[src/rtl/rtc_tb_pkg.sv]
package rtc_tb_pkg;

    typedef enum logic {
        TB_HALT = 1'b0,
        TB_RUN  = 1'b1
    } tb_state_e;

    typedef struct packed {
        logic       eclk;
        logic [1:0] clksel;
        logic [1:0] rate;
        logic       intcn;
        logic       a2_ie;
        logic       a1_ie;
    } tb_ctrl_t;

    localparam logic [7:0] CTRL_RESET = 8'h98;

endpackage

[src/rtl/ref_edge_sync.sv]
module ref_edge_sync #(
    parameter int STAGES = 2
) (
    input  logic clk,
    input  logic rst_n,
    input  logic async_in,
    output logic rise
);
    logic [STAGES-1:0] chain;
    logic              last;

    genvar g;
    generate
        for (g = 0; g < STAGES; g++) begin : g_stage
            if (g == 0) begin : g_first
                always_ff @(posedge clk or negedge rst_n) begin
                    if (!rst_n) chain[0] <= 1'b0;
                    else        chain[0] <= async_in;
                end
            end else begin : g_next
                always_ff @(posedge clk or negedge rst_n) begin
                    if (!rst_n) chain[g] <= 1'b0;
                    else        chain[g] <= chain[g-1];
                end
            end
        end
    endgenerate

    always_ff @(posedge clk or negedge rst_n) begin
        if (!rst_n) last <= 1'b0;
        else        last <= chain[STAGES-1];
    end

    assign rise = chain[STAGES-1] & ~last;

    AST_RISE_SINGLE: assert property (@(posedge clk) disable iff (!rst_n)
        rise |=> !rise);
endmodule

[src/rtl/tb_divider.sv]
module tb_divider #(
    parameter int DIV0  = 32768,
    parameter int DIV1  = 8192,
    parameter int DIV2  = 60,
    parameter int DIV3  = 50,
    parameter int CNT_W = $clog2(DIV0)
) (
    input  logic             clk,
    input  logic             rst_n,
    input  logic             run,
    input  logic             clr,
    input  logic             rise,
    input  logic [1:0]       sel,
    output logic [CNT_W-1:0] cnt,
    output logic             sec_sq,
    output logic             tick
);
    logic [CNT_W-1:0] lim;
    logic [CNT_W-1:0] half;
    logic             wrap;

    always_comb begin
        unique case (sel)
            2'd0:    begin lim = CNT_W'(DIV0 - 1); half = CNT_W'(DIV0 / 2); end
            2'd1:    begin lim = CNT_W'(DIV1 - 1); half = CNT_W'(DIV1 / 2); end
            2'd2:    begin lim = CNT_W'(DIV2 - 1); half = CNT_W'(DIV2 / 2); end
            default: begin lim = CNT_W'(DIV3 - 1); half = CNT_W'(DIV3 / 2); end
        endcase
    end

    assign wrap   = run && !clr && rise && (cnt == lim);
    assign sec_sq = (cnt >= half);

    always_ff @(posedge clk or negedge rst_n) begin
        if (!rst_n) begin
            cnt  <= '0;
            tick <= 1'b0;
        end else begin
            tick <= wrap;
            if (!run || clr)  cnt <= '0;
            else if (wrap)    cnt <= '0;
            else if (rise)    cnt <= cnt + 1'b1;
        end
    end

    AST_CNT_IN_RANGE: assert property (@(posedge clk) disable iff (!rst_n)
        cnt <= lim || $past(clr));
    AST_HALT_ZERO: assert property (@(posedge clk) disable iff (!rst_n)
        !run |-> cnt == '0);
    AST_TICK_ONE_CYCLE: assert property (@(posedge clk) disable iff (!rst_n)
        tick |=> !tick);
    AST_CLEAR_WINS: assert property (@(posedge clk) disable iff (!rst_n)
        clr |=> cnt == '0 && !tick);
endmodule

[src/rtl/tb_out_mux.sv]
module tb_out_mux
    import rtc_tb_pkg::*;
#(
    parameter int CNT_W  = 15,
    parameter int TAP_1K = 4,
    parameter int TAP_4K = 2,
    parameter int TAP_8K = 1
) (
    input  tb_ctrl_t         ctrl,
    input  logic [CNT_W-1:0] cnt,
    input  logic             sec_sq,
    input  logic             a1f,
    input  logic             a2f,
    output logic             pin
);
    logic irq;
    logic sq;

    assign irq = (a1f & ctrl.a1_ie) | (a2f & ctrl.a2_ie);

    always_comb begin
        if (ctrl.clksel != 2'b00) begin
            sq = sec_sq;
        end else begin
            unique case (ctrl.rate)
                2'b00:   sq = sec_sq;
                2'b01:   sq = cnt[TAP_1K];
                2'b10:   sq = cnt[TAP_4K];
                default: sq = cnt[TAP_8K];
            endcase
        end
        pin = ctrl.intcn ? ~irq : sq;
    end
endmodule

[src/rtl/rtc_timebase.sv]
module rtc_timebase
    import rtc_tb_pkg::*;
#(
    parameter int DIV0        = 32768,
    parameter int DIV1        = 8192,
    parameter int DIV2        = 60,
    parameter int DIV3        = 50,
    parameter int SYNC_STAGES = 2,
    parameter int SQ_1K       = 1024,
    parameter int SQ_4K       = 4096,
    parameter int SQ_8K       = 8192
) (
    input  logic       clk,
    input  logic       rst_n,
    input  logic       ctrl_we,
    input  logic [7:0] ctrl_wdata,
    output logic [7:0] ctrl_rdata,
    input  logic       ref_clk_in,
    input  logic       alarm1_flag,
    input  logic       alarm2_flag,
    output logic       tick_1hz,
    output logic       sqw_int_n
);
    localparam int CNT_W  = $clog2(DIV0);
    localparam int TAP_1K = $clog2(DIV0 / SQ_1K) - 1;
    localparam int TAP_4K = $clog2(DIV0 / SQ_4K) - 1;
    localparam int TAP_8K = $clog2(DIV0 / SQ_8K) - 1;

    tb_ctrl_t         ctrl;
    tb_ctrl_t         wr_ctrl;
    tb_state_e        state;
    tb_state_e        state_nx;
    logic             rise;
    logic             clr;
    logic             run;
    logic [CNT_W-1:0] cnt;
    logic             sec_sq;

    assign wr_ctrl = tb_ctrl_t'(ctrl_wdata);

    // control byte
    always_ff @(posedge clk or negedge rst_n) begin
        if (!rst_n)       ctrl <= tb_ctrl_t'(CTRL_RESET);
        else if (ctrl_we) ctrl <= wr_ctrl;
    end
    assign ctrl_rdata = ctrl;

    // state register
    always_ff @(posedge clk or negedge rst_n) begin
        if (!rst_n) state <= TB_RUN;
        else        state <= state_nx;
    end

    // next state and divider controls
    always_comb begin
        state_nx = state;
        clr      = 1'b0;
        unique case (state)
            TB_HALT: begin
                if (ctrl_we && wr_ctrl.eclk) state_nx = TB_RUN;   // START
                clr = 1'b1;
            end
            TB_RUN: begin
                if (ctrl_we && !wr_ctrl.eclk) state_nx = TB_HALT; // STOP
                if (ctrl_we && (!wr_ctrl.eclk || wr_ctrl.clksel != ctrl.clksel))
                    clr = 1'b1;
            end
            default: state_nx = TB_HALT;
        endcase
    end
    assign run = (state == TB_RUN);

    ref_edge_sync #(.STAGES(SYNC_STAGES)) u_sync (
        .clk      (clk),
        .rst_n    (rst_n),
        .async_in (ref_clk_in),
        .rise     (rise)
    );

    tb_divider #(
        .DIV0 (DIV0), .DIV1 (DIV1), .DIV2 (DIV2), .DIV3 (DIV3), .CNT_W (CNT_W)
    ) u_div (
        .clk    (clk),
        .rst_n  (rst_n),
        .run    (run),
        .clr    (clr),
        .rise   (rise),
        .sel    (ctrl.clksel),
        .cnt    (cnt),
        .sec_sq (sec_sq),
        .tick   (tick_1hz)
    );

    tb_out_mux #(
        .CNT_W (CNT_W), .TAP_1K (TAP_1K), .TAP_4K (TAP_4K), .TAP_8K (TAP_8K)
    ) u_mux (
        .ctrl   (ctrl),
        .cnt    (cnt),
        .sec_sq (sec_sq),
        .a1f    (alarm1_flag),
        .a2f    (alarm2_flag),
        .pin    (sqw_int_n)
    );

    AST_STATE_FOLLOWS_ECLK: assert property (@(posedge clk) disable iff (!rst_n)
        run == ctrl.eclk);
    AST_HALT_NO_TICK: assert property (@(posedge clk) disable iff (!rst_n)
        !run |-> !tick_1hz);
    AST_INT_ASSERTED: assert property (@(posedge clk) disable iff (!rst_n)
        (ctrl.intcn && ((alarm1_flag && ctrl.a1_ie) || (alarm2_flag && ctrl.a2_ie)))
        |-> !sqw_int_n);
    AST_INT_IDLE: assert property (@(posedge clk) disable iff (!rst_n)
        (ctrl.intcn && !(alarm1_flag && ctrl.a1_ie) && !(alarm2_flag && ctrl.a2_ie))
        |-> sqw_int_n);
    AST_WRITE_READBACK: assert property (@(posedge clk) disable iff (!rst_n)
        ctrl_we |=> ctrl_rdata == $past(ctrl_wdata));
endmodule

[config.mk]
export PLATFORM = sky130hd
export DESIGN_NAME = rtc_timebase
export DESIGN_NICKNAME = d
export VERILOG_FILES = /design/src/rtl/rtc_tb_pkg.sv /design/src/rtl/ref_edge_sync.sv /design/src/rtl/tb_divider.sv /design/src/rtl/tb_out_mux.sv /design/src/rtl/rtc_timebase.sv
export SDC_FILE = /design/constraint.sdc
export NUM_CORES = 1
export LEC_CHECK = 0
export BUFFER_PORTS_ARGS = -buffer_cell sky130_fd_sc_hd__buf_2
export CORE_MARGIN = 2
export CORE_UTILIZATION = 60
export DETAILED_ROUTE_END_ITERATION = 12
export GPL_ROUTABILITY_DRIVEN = 0
export PLACE_DENSITY = 0.83
export SETUP_SLACK_MARGIN = 0.15
export SYNTH_ARGS = -nofsm -noshare
export SYNTH_HDL_FRONTEND = slang
export SYNTH_HIERARCHICAL = 1
export SYNTH_SLANG_ARGS = --single-unit
[constraint.sdc]
create_clock -name clk -period 7.8 [get_ports clk]
set_input_delay 1.17 -clock clk [delete_from_list [all_inputs] [get_ports clk]]
set_output_delay 1.17 -clock clk [all_outputs]
set_load 0.05 [all_outputs]
# Word level (Yosys, flattened, before mapping)
# Cells that the tools add are included.
dict set report totals {
  n_memories 0
  reg_bits 28
  out_inout_bits 10
  latch_bits 0
  ram_bits 0
  mem_bits_ro 0
  wordCells 55
}
dict set report classes {
  n_lt_le_gt_ge 1
  addsub 1
  n_bitwise 7
  n_eq_ne 6
  shifts 0
  mux 13
  n_mul 0
  div_mod_pow 0
  reduce_logical 15
}
# op n
set ops {}
lappend ops {{case mux 15 bit (3 select lines)} 2}
lappend ops {{2-to-1 mux 15 bit} 3}
lappend ops {{adder 15 x 1 -> 15 bit, second input constant} 1}
lappend ops {{equality test 15 bit} 1}
lappend ops {{>= comparator 15 bit} 1}
lappend ops {{logical AND 1 bit} 6}
lappend ops {{2-to-1 mux 1 bit} 5}
lappend ops {{equality test 2 x 1 -> 1 bit, second input constant} 2}
lappend ops {{equality test 2 bit, second input constant} 2}
lappend ops {{logical NOT 2 bit} 2}
lappend ops {{case mux 1 bit (2 select lines)} 2}
lappend ops {{bitwise AND 1 bit} 3}
lappend ops {{logical NOT 1 bit} 3}
lappend ops {{inverter 1 bit} 3}
lappend ops {{case mux 1 bit (3 select lines)} 1}
lappend ops {{nonzero test 3 bit} 1}
lappend ops {{logical OR 1 bit} 2}
lappend ops {{!= test 2 bit} 1}
lappend ops {{nonzero test 2 bit} 1}
lappend ops {{bitwise OR 1 bit} 1}

# Longest topological paths before layout
# Gate-level depths: netlist of run 1.
dict set report depth {
  ltp_word 11
  mapped_depth 11
}

# Hierarchy
# The synthesis of run 1 kept the hierarchy.
# module cells_each n_inst area_each_um2
set by_module_without_submodules {}
lappend by_module_without_submodules {tb_divider 132 1 1154.9}
lappend by_module_without_submodules {rtc_timebase 22 1 367.9}
lappend by_module_without_submodules {ref_edge_sync 4 1 88.8}
lappend by_module_without_submodules {tb_out_mux 9 1 78.8}

# Worst setup path before layout of run 1
# No wires, ideal clock.
dict set report synth_timing {
  path_kind {reg-to-output}
  start {reg ctrl_rdata[6] (netlist name)}
  end {out sqw_int_n}
  path_stages_with_launch 12
  arrival_ps 2966
  setup_slack_ps 3664
  path_buffers 1
  cell_sequence {dfrtp_1 buf_4 nand2b_1 ha_1 o21ai_0 a31oi_1 o21ai_0 a311oi_1 a211o_1 mux2_4 nor4_2 o31ai_2}
}
dict set report synth_via {
  elab_chain_len 6
  elab_cells_between_ends 9
  classes_between {order compare (1); eq/ne (2); mux (4); reduce/logical (2)}
}
# item line
set synth_lines {}
lappend synth_lines {{equality test 2 bit, or another cell as far along} tb_divider.sv:23} ;# unique case (sel)
lappend synth_lines {{case mux 15 bit (3 select lines) *} tb_divider.sv:23}
lappend synth_lines {{>= comparator 15 bit *} tb_divider.sv:32} ;# assign sec_sq = (cnt >= half);
lappend synth_lines {{via sec_sq} rtc_timebase.sv:37} ;# logic sec_sq;
lappend synth_lines {{case mux 1 bit (3 select lines)} tb_out_mux.sv:25} ;# unique case (ctrl.rate)
lappend synth_lines {{2-to-1 mux 1 bit *} tb_out_mux.sv:22} ;# if (ctrl.clksel != 2'b00) begin
lappend synth_lines {{2-to-1 mux 1 bit *} tb_out_mux.sv:32} ;# pin = ctrl.intcn ? ~irq : sq;
lappend synth_lines {{to (decl)} rtc_timebase.sv:22} ;# output logic sqw_int_n
# Mark *: on every way through the listed nets, which the timed path passes. The rest lies on a longest branch.

# Worst setup path after layout of run 1
dict set report layout_timing {
  start {reg ctrl_rdata[6] (netlist name)}
  end {out sqw_int_n}
}
dict set report layout_via {
  elab_chain_len 6
  elab_cells_between_ends 9
  classes_between {order compare (1); eq/ne (2); mux (4); reduce/logical (2)}
}
# item line
set layout_lines {}
lappend layout_lines {{equality test 2 bit, or another cell as far along} tb_divider.sv:23}
lappend layout_lines {{case mux 15 bit (3 select lines) *} tb_divider.sv:23}
lappend layout_lines {{>= comparator 15 bit *} tb_divider.sv:32}
lappend layout_lines {{via sec_sq} rtc_timebase.sv:37}
lappend layout_lines {{case mux 1 bit (3 select lines)} tb_out_mux.sv:25}
lappend layout_lines {{2-to-1 mux 1 bit *} tb_out_mux.sv:22}
lappend layout_lines {{2-to-1 mux 1 bit *} tb_out_mux.sv:32}
# Marks and branches as above.

==> flow_metrics.py, run 1 <==
metrics = {
    "die": {
        "num_rows": 19,
        "die_area_sq_mm": 0.00326,
        "die_width_um": 57.1,
        "ios": 24,
        "fp.coreArea_sq_mm": 0.00271,
        "fp.dieH_um": 57.1,
        "initial_core_util": 0.624,
    },
    "worst_setup_path": {
        "rr_startpoint": "ctrl_rdata[6]",
        "start_kind": "register",
        "reg2reg_to": "u_div/cnt[7]",
        "reg2reg_depth": 7,
        "crit_fanout": 15,
        "slowest_delay_ps": 650,
        "criticalPathCategory": "register to output pin",
        "crit_path_top_delay_cell": "dfrtp_1",
        "crit_required_ps": 6630,
        "regToRegSetupSlack_ps": 4910,
        "cp_data_arrival_time_ps": 3200,
        "endpoint_kind": "output pin",
        "worstPathCellList": "nand2b_1 > ha_1 > o21ai_0 > a31oi_1 > nor3b_1 > a311oi_1 > a211o_1 > mux2_4 > nor4_2 > o31ai_2 > buf_2",
    },
    "global_routing": {
        "antenna_found_initial": 0,
        "overflow": 0,
        "gr-usage-all-layers": 0.240,
        "grt_max_degree": 28,
        "grt_pass1_vias": 1395,
        "grt_pass1_wl_mm": 6.15,
    },
    "layout": {
        "nNetsFinal": 203,
        "final_cells": 214,
        "fillers": 216,
        "antenna_cells": 0,
        "syn_to_final_growth_pct": 7.03,
        "multi_input_area_sq_um": 923,
        "layout-drive-gt1-share": 0.257,
        "final_cell_area_sq_mm": 0.00181,
        "register_area_sq_um": 679,
    },
    "synthesis": {
        "yosys_warnings": 6,
        "yosysTopAreaCell": "dfrtp_1",
        "ys_top_cells_by_count": "dfrtp_1 (24), nand2_1 (18), nand3_1 (13), o21ai_0 (10), mux2_4 (8)",
        "synth.avg_cell_area_sq_um": 10.1,
        "yosys_most_used_dff": "dfrtp_1",
        "synth_cells": 167,
        "synth_nets": 186,
        "synth.cell_area_sq_mm": 0.00169,
        "ys_ff_latch": 27,
        "synth.most_common_cell": "dfrtp_1",
        "yosysSeqAreaShare": 0.402,
        "async_flop_share": 1.00,
        "yosysTopAreaCellShare": 0.355,
        "yosys-top-cells-area": "dfrtp_1 (36%), mux2_4 (7.1%), dfstp_2 (4.7%)",
        "synth_cell_types": 51,
        "synth_edf_count": 0,
    },
    "timing": {
        "final_max_slew_viol_count": 0,
        "period_needed_ps": 4370,
        "fin_tns_setup_ps": 0,
        "fmax_ghz": 0.229,
        "period_share": 0.560,
        "hold_viol_final": 0,
        "skew_ps": 9.58,
        "relSlewSlack": 0.601,
        "tightest_slew_ps": 599,
        "setup_viol": 0,
        "rsz0062_at_grt": "false",
    },
    "route": {
        "via_per_inst": 6.54,
        "wl_per_cell_um": 16.6,
        "drt_first_pass_iters": 4,
        "drc": 0,
        "routed_wl_mm": 3.56,
        "dr.first_iter.drc_count": 49,
        "vias": 1400,
        "antenna_left": 0,
    },
    "cts": {
        "clk_path_buf_depth": 2,
        "cts_htree_levels": 1,
        "path_clk_slew_ps": 160,
        "insertion_delay_ps": 340,
        "postCtsHoldBufs": 0,
        "cts_sinks": 27,
        "cts-root-buf": "clkbuf_4",
        "ctsResizeCount": 0,
        "numCtsBuffers": 3,
        "tritoncts": "done",
        "cts_setup_buffers": 0,
    },
    "hold_path": {
        "min_from": "u_sync/chain[0]",
        "hold_path_class": "register to register",
        "holdPathEnd": "u_sync/chain[1]",
        "whs_path_depth": 0,
    },
    "power_and_ir_drop": {
        "irDropWorstVdd_uv": 136,
        "powerDensity_mw_per_mm2": 153,
        "leakagePower_nw": 0.758,
        "finalPower_uw": 277,
    },
    "placement": {
        "dp_cells": 210,
        "place.detailed.hpwl_mm": 2.58,
        "dpl-instance-area_sq_mm": 0.00178,
        "io_buffers": 23,
    },
    "run_status": {
        "status": "completed",
    },
    "run": {
        "maxCapViolCount": 0,
    },
}
## cells by family after synthesis
family / Yosys count / synth area share
buffers and inverters: 16 / 0.0518
flip-flops: 27 / 0.402
XOR/XNOR: 7 / 0.0363
AND/OR/NAND/NOR: 68 / 0.241
adder cells (fa/ha/maj): 5 / 0.0370
AO/OA/AOI/OAI: 33 / 0.144
multiplexers: 11 / 0.0888
## worst max-delay path by stage
stage | startpoint | endpoint | cells after the start
after floorplan | ctrl_rdata[6] | sqw_int_n | 11
after global placement | ctrl_rdata[6] | sqw_int_n | 11
after detailed placement | ctrl_rdata[6] | sqw_int_n | 11
after CTS | ctrl_rdata[6] | sqw_int_n | 11
after global routing | ctrl_rdata[6] | sqw_int_n | 11
final | ctrl_rdata[6] | sqw_int_n | 11
## per-stage QoR
step	hold slack [ps]	setup WS, ps	util
2_1_floorplan	331	3660	-
3_3_place_gp	336	4040	0.657
4_1_cts	376	3420	0.668
6_report	373	3430	0.668
3_5_place_dp	341	3830	0.657
5_1_grt	391	3150	0.668
## registers in the layout, summed over array words and instances (netlist names), named ones only
register / flops
ctrl_rdata: 7
u_sync/chain: 2
u_div/cnt: 15
u_sync/last: 1
u_div/tick: 1
## critical path: cells and delay by family, from the launching register on
kind	cells	cell delay, ps
DFF	1	650
and+or+nand+nor	3	530
muxes	1	280
adders and majority gates	1	280
AOI/OAI and AO/OA	5	900
buffers and inverters	1	210
## final cells by class
cell class / count / share of cell area
inverter: 4 / 0.00830
multi-input combinational: 124 / 0.510
tap: 31 / 0.0214
clock inverter: 1 / 0.00415
timing repair buffer: 24 / 0.0678
sequential: 27 / 0.376
clock buffer: 3 / 0.0124
## routing by layer
layer	vias up	share of wire	track usage
met3	13	0.040	0.0204
met1	684	0.43	0.309
met5	-	0	0
li1	653	-	-
met4	0	0.026	0.106
met2	50	0.50	0.414
## where the power goes
part           internal [mW]  total (mW)  switching, mW
clock                 0.0197      0.0639         0.0442
sequential             0.146       0.154        0.00767
combinational         0.0223      0.0590         0.0367
total                  0.188       0.277         0.0885
## layout by cell type (no fill, tap or decap), types with 2 or more instances in the layout
| cell | instances |
|---|---|
| dfstp_2 | 3 |
| a211o_1 | 2 |
| and3_1 | 3 |
| xnor2_1 | 6 |
| nor3b_1 | 3 |
| a31oi_1 | 5 |
| mux2i_1 | 3 |
| nand4_1 | 5 |
| inv_1 | 4 |
| dfrtp_1 | 24 |
| nand2_1 | 18 |
| or3_1 | 2 |
| nor2_1 | 3 |
| o311ai_1 | 2 |
| ha_1 | 5 |
| buf_2 | 23 |
| nand2b_1 | 2 |
| nand3_1 | 13 |
| mux2_4 | 8 |
| o21ai_0 | 10 |
| clkbuf_4 | 3 |
| nor3_1 | 6 |
| o311ai_0 | 3 |
Power figures use the tool's default switching activity.
==> run 2: changes to the inputs <==
Settings changed: CORE_UTILIZATION 60 to 56, PLACE_DENSITY 0.83 to 0.78.
Clock period 7.8 ns to 4.5 ns, I/O delays scaled along.
==> run 2 against run 1 <==
Effect of this change:
- clock power up 66%
- non-clock buffer count did not move
- via count about the same
- sequential power is 73% higher
- power up 71%
- wire length did not move
- combinational power rose by 73%
- final cell count did not move
- hold slack lost 51 ps
- critical path type unchanged
==> flow_metrics.py, run 2 (synthesis results as in run 1) <==
metrics = {
    "route": {
        "vias": 1401,
        "via_per_inst": 6.55,
        "dr.first_iter.drc_count": 49,
        "drt_first_pass_iters": 4,
        "drc": 0,
        "wl_per_cell_um": 16.6,
        "antenna_left": 0,
        "routed_wl_mm": 3.56,
    },
    "layout": {
        "layout_common_cells": "dfrtp_1 (24), buf_2 (23), nand2_1 (18), nand3_1 (13), o21ai_0 (10)",
        "nNetsFinal": 203,
        "antenna_cells": 0,
        "finalCoreUtilization": 0.644,
        "largest_register": "u_div/cnt",
        "syn_to_final_growth_pct": 6.88,
        "layout-drive-gt1-share": 0.257,
        "final_cells": 214,
        "largest_register_ffs": 15,
        "mostFrequentLayoutCell": "dfrtp_1",
    },
    "timing": {
        "period_share": 0.844,
        "fmax_ghz": 0.263,
        "rsz0062_at_grt": "false",
        "skew_ps": 10.3,
        "final_max_slew_viol_count": 0,
        "hold_slack_ps": 321,
        "tightest_slew_ps": 601,
        "period_needed_ps": 3800,
        "hold_viol_final": 0,
        "setup_viol": 0,
        "fin_tns_setup_ps": 0,
        "relSlewSlack": 0.599,
    },
    "cts": {
        "cts_sinks": 27,
        "tritoncts": "done",
        "cts_htree_levels": 1,
        "cts-root-buf": "clkbuf_4",
        "path_clk_slew_ps": 150,
        "cts_setup_buffers": 0,
        "postCtsHoldBufs": 0,
        "clk_path_buf_depth": 2,
        "ctsResizeCount": 0,
        "numCtsBuffers": 3,
        "insertion_delay_ps": 330,
    },
    "power_and_ir_drop": {
        "leakagePower_nw": 0.762,
        "irDropWorstVdd_uv": 215,
        "powerDensity_mw_per_mm2": 263,
    },
    "global_routing": {
        "grt_pass1_wl_mm": 6.09,
        "grt_pass1_vias": 1403,
        "overflow": 0,
        "antenna_found_initial": 0,
        "gr-usage-all-layers": 0.226,
        "grt_max_degree": 28,
    },
    "worst_setup_path": {
        "cp_data_arrival_time_ps": 3120,
        "crit_path_top_delay_cell": "dfrtp_1",
        "criticalPathCategory": "register to output pin",
        "crit_required_ps": 3830,
        "endpoint_kind": "output pin",
        "start_kind": "register",
        "crit_buf_inv": 1,
        "slowest_delay_ps": 650,
        "crit_family": "compound AO/OA/AOI/OAI gates",
        "worstPathCellList": "nand2b_1 > ha_1 > o21ai_0 > a31oi_1 > nor3b_1 > a311oi_1 > a211o_1 > mux2_4 > nor4_2 > o31ai_2 > buf_2",
        "crit_fanout": 15,
    },
    "die": {
        "initial_core_util": 0.603,
        "fp.dieH_um": 58.9,
        "ios": 24,
        "die_area_sq_mm": 0.00347,
        "die_width_um": 58.9,
        "num_rows": 19,
        "fp.coreArea_sq_mm": 0.00281,
    },
    "placement": {
        "place.detailed.hpwl_mm": 2.59,
        "dp_cells": 210,
        "io_buffers": 23,
    },
    "run": {
        "maxCapViolCount": 0,
    },
    "run_status": {
        "status": "completed",
    },
    "hold_path": {
        "hold_path_class": "input pin to async pin",
    },
}
run 2: layer usage:
metal	track usage	vias up	routed length [um]
li1	-	664	-
met2	0.405	47	1900
met3	0.0264	4	171
met1	0.272	686	1450
met4	0.0942	0	38
met5	0	-	0
run 2: path summary, 6_finish.rpt:
| kind | startpoint | to | slack [ps] | cells after the start |
|---|---|---|---|---|
| max | ctrl_rdata[6] | sqw_int_n | 700 | 11 |
| min | rst_n | u_div/cnt[8] | 320 | 1 |
| max reg2reg | ctrl_rdata[6] | u_div/cnt[7] | 1600 | 7 |
| min reg2reg | u_sync/chain[0] | u_sync/chain[1] | 380 | 0 |
| max in group asynchronous | rst_n | ctrl_rdata[5] | 3770 | 1 |
| min in group clk | u_sync/chain[0] | u_sync/chain[1] | 380 | 0 |
run 2: final cells by class:
type                       instances  area (sq um)
tap                               31          38.8
sequential                        27           679
clock inverter                     1          5.00
inverter                           4          15.0
fill                             239           998
timing repair buffer              24           123
clock buffer                       3          22.5
multi-input combinational        124           923
run 2: stage by stage:
step                      setup slack [ps]  cell area [sq um]  total power, mW
final                                  701               1810            0.475
after global routing                   512               1810            0.496
after CTS                              695               1810            0.481
after detailed placement              1100               1780            0.373
after global placement                1230               1780            0.369
after floorplan                        859               1690            0.347
run 2: report_power, final:
part / internal [mW] / leakage, nW / total, mW / switching (mW)
clock: 0.0334 / 0.0177 / 0.106 / 0.0726
combinational: 0.0388 / 0.396 / 0.102 / 0.0630
sequential: 0.253 / 0.349 / 0.267 / 0.0134
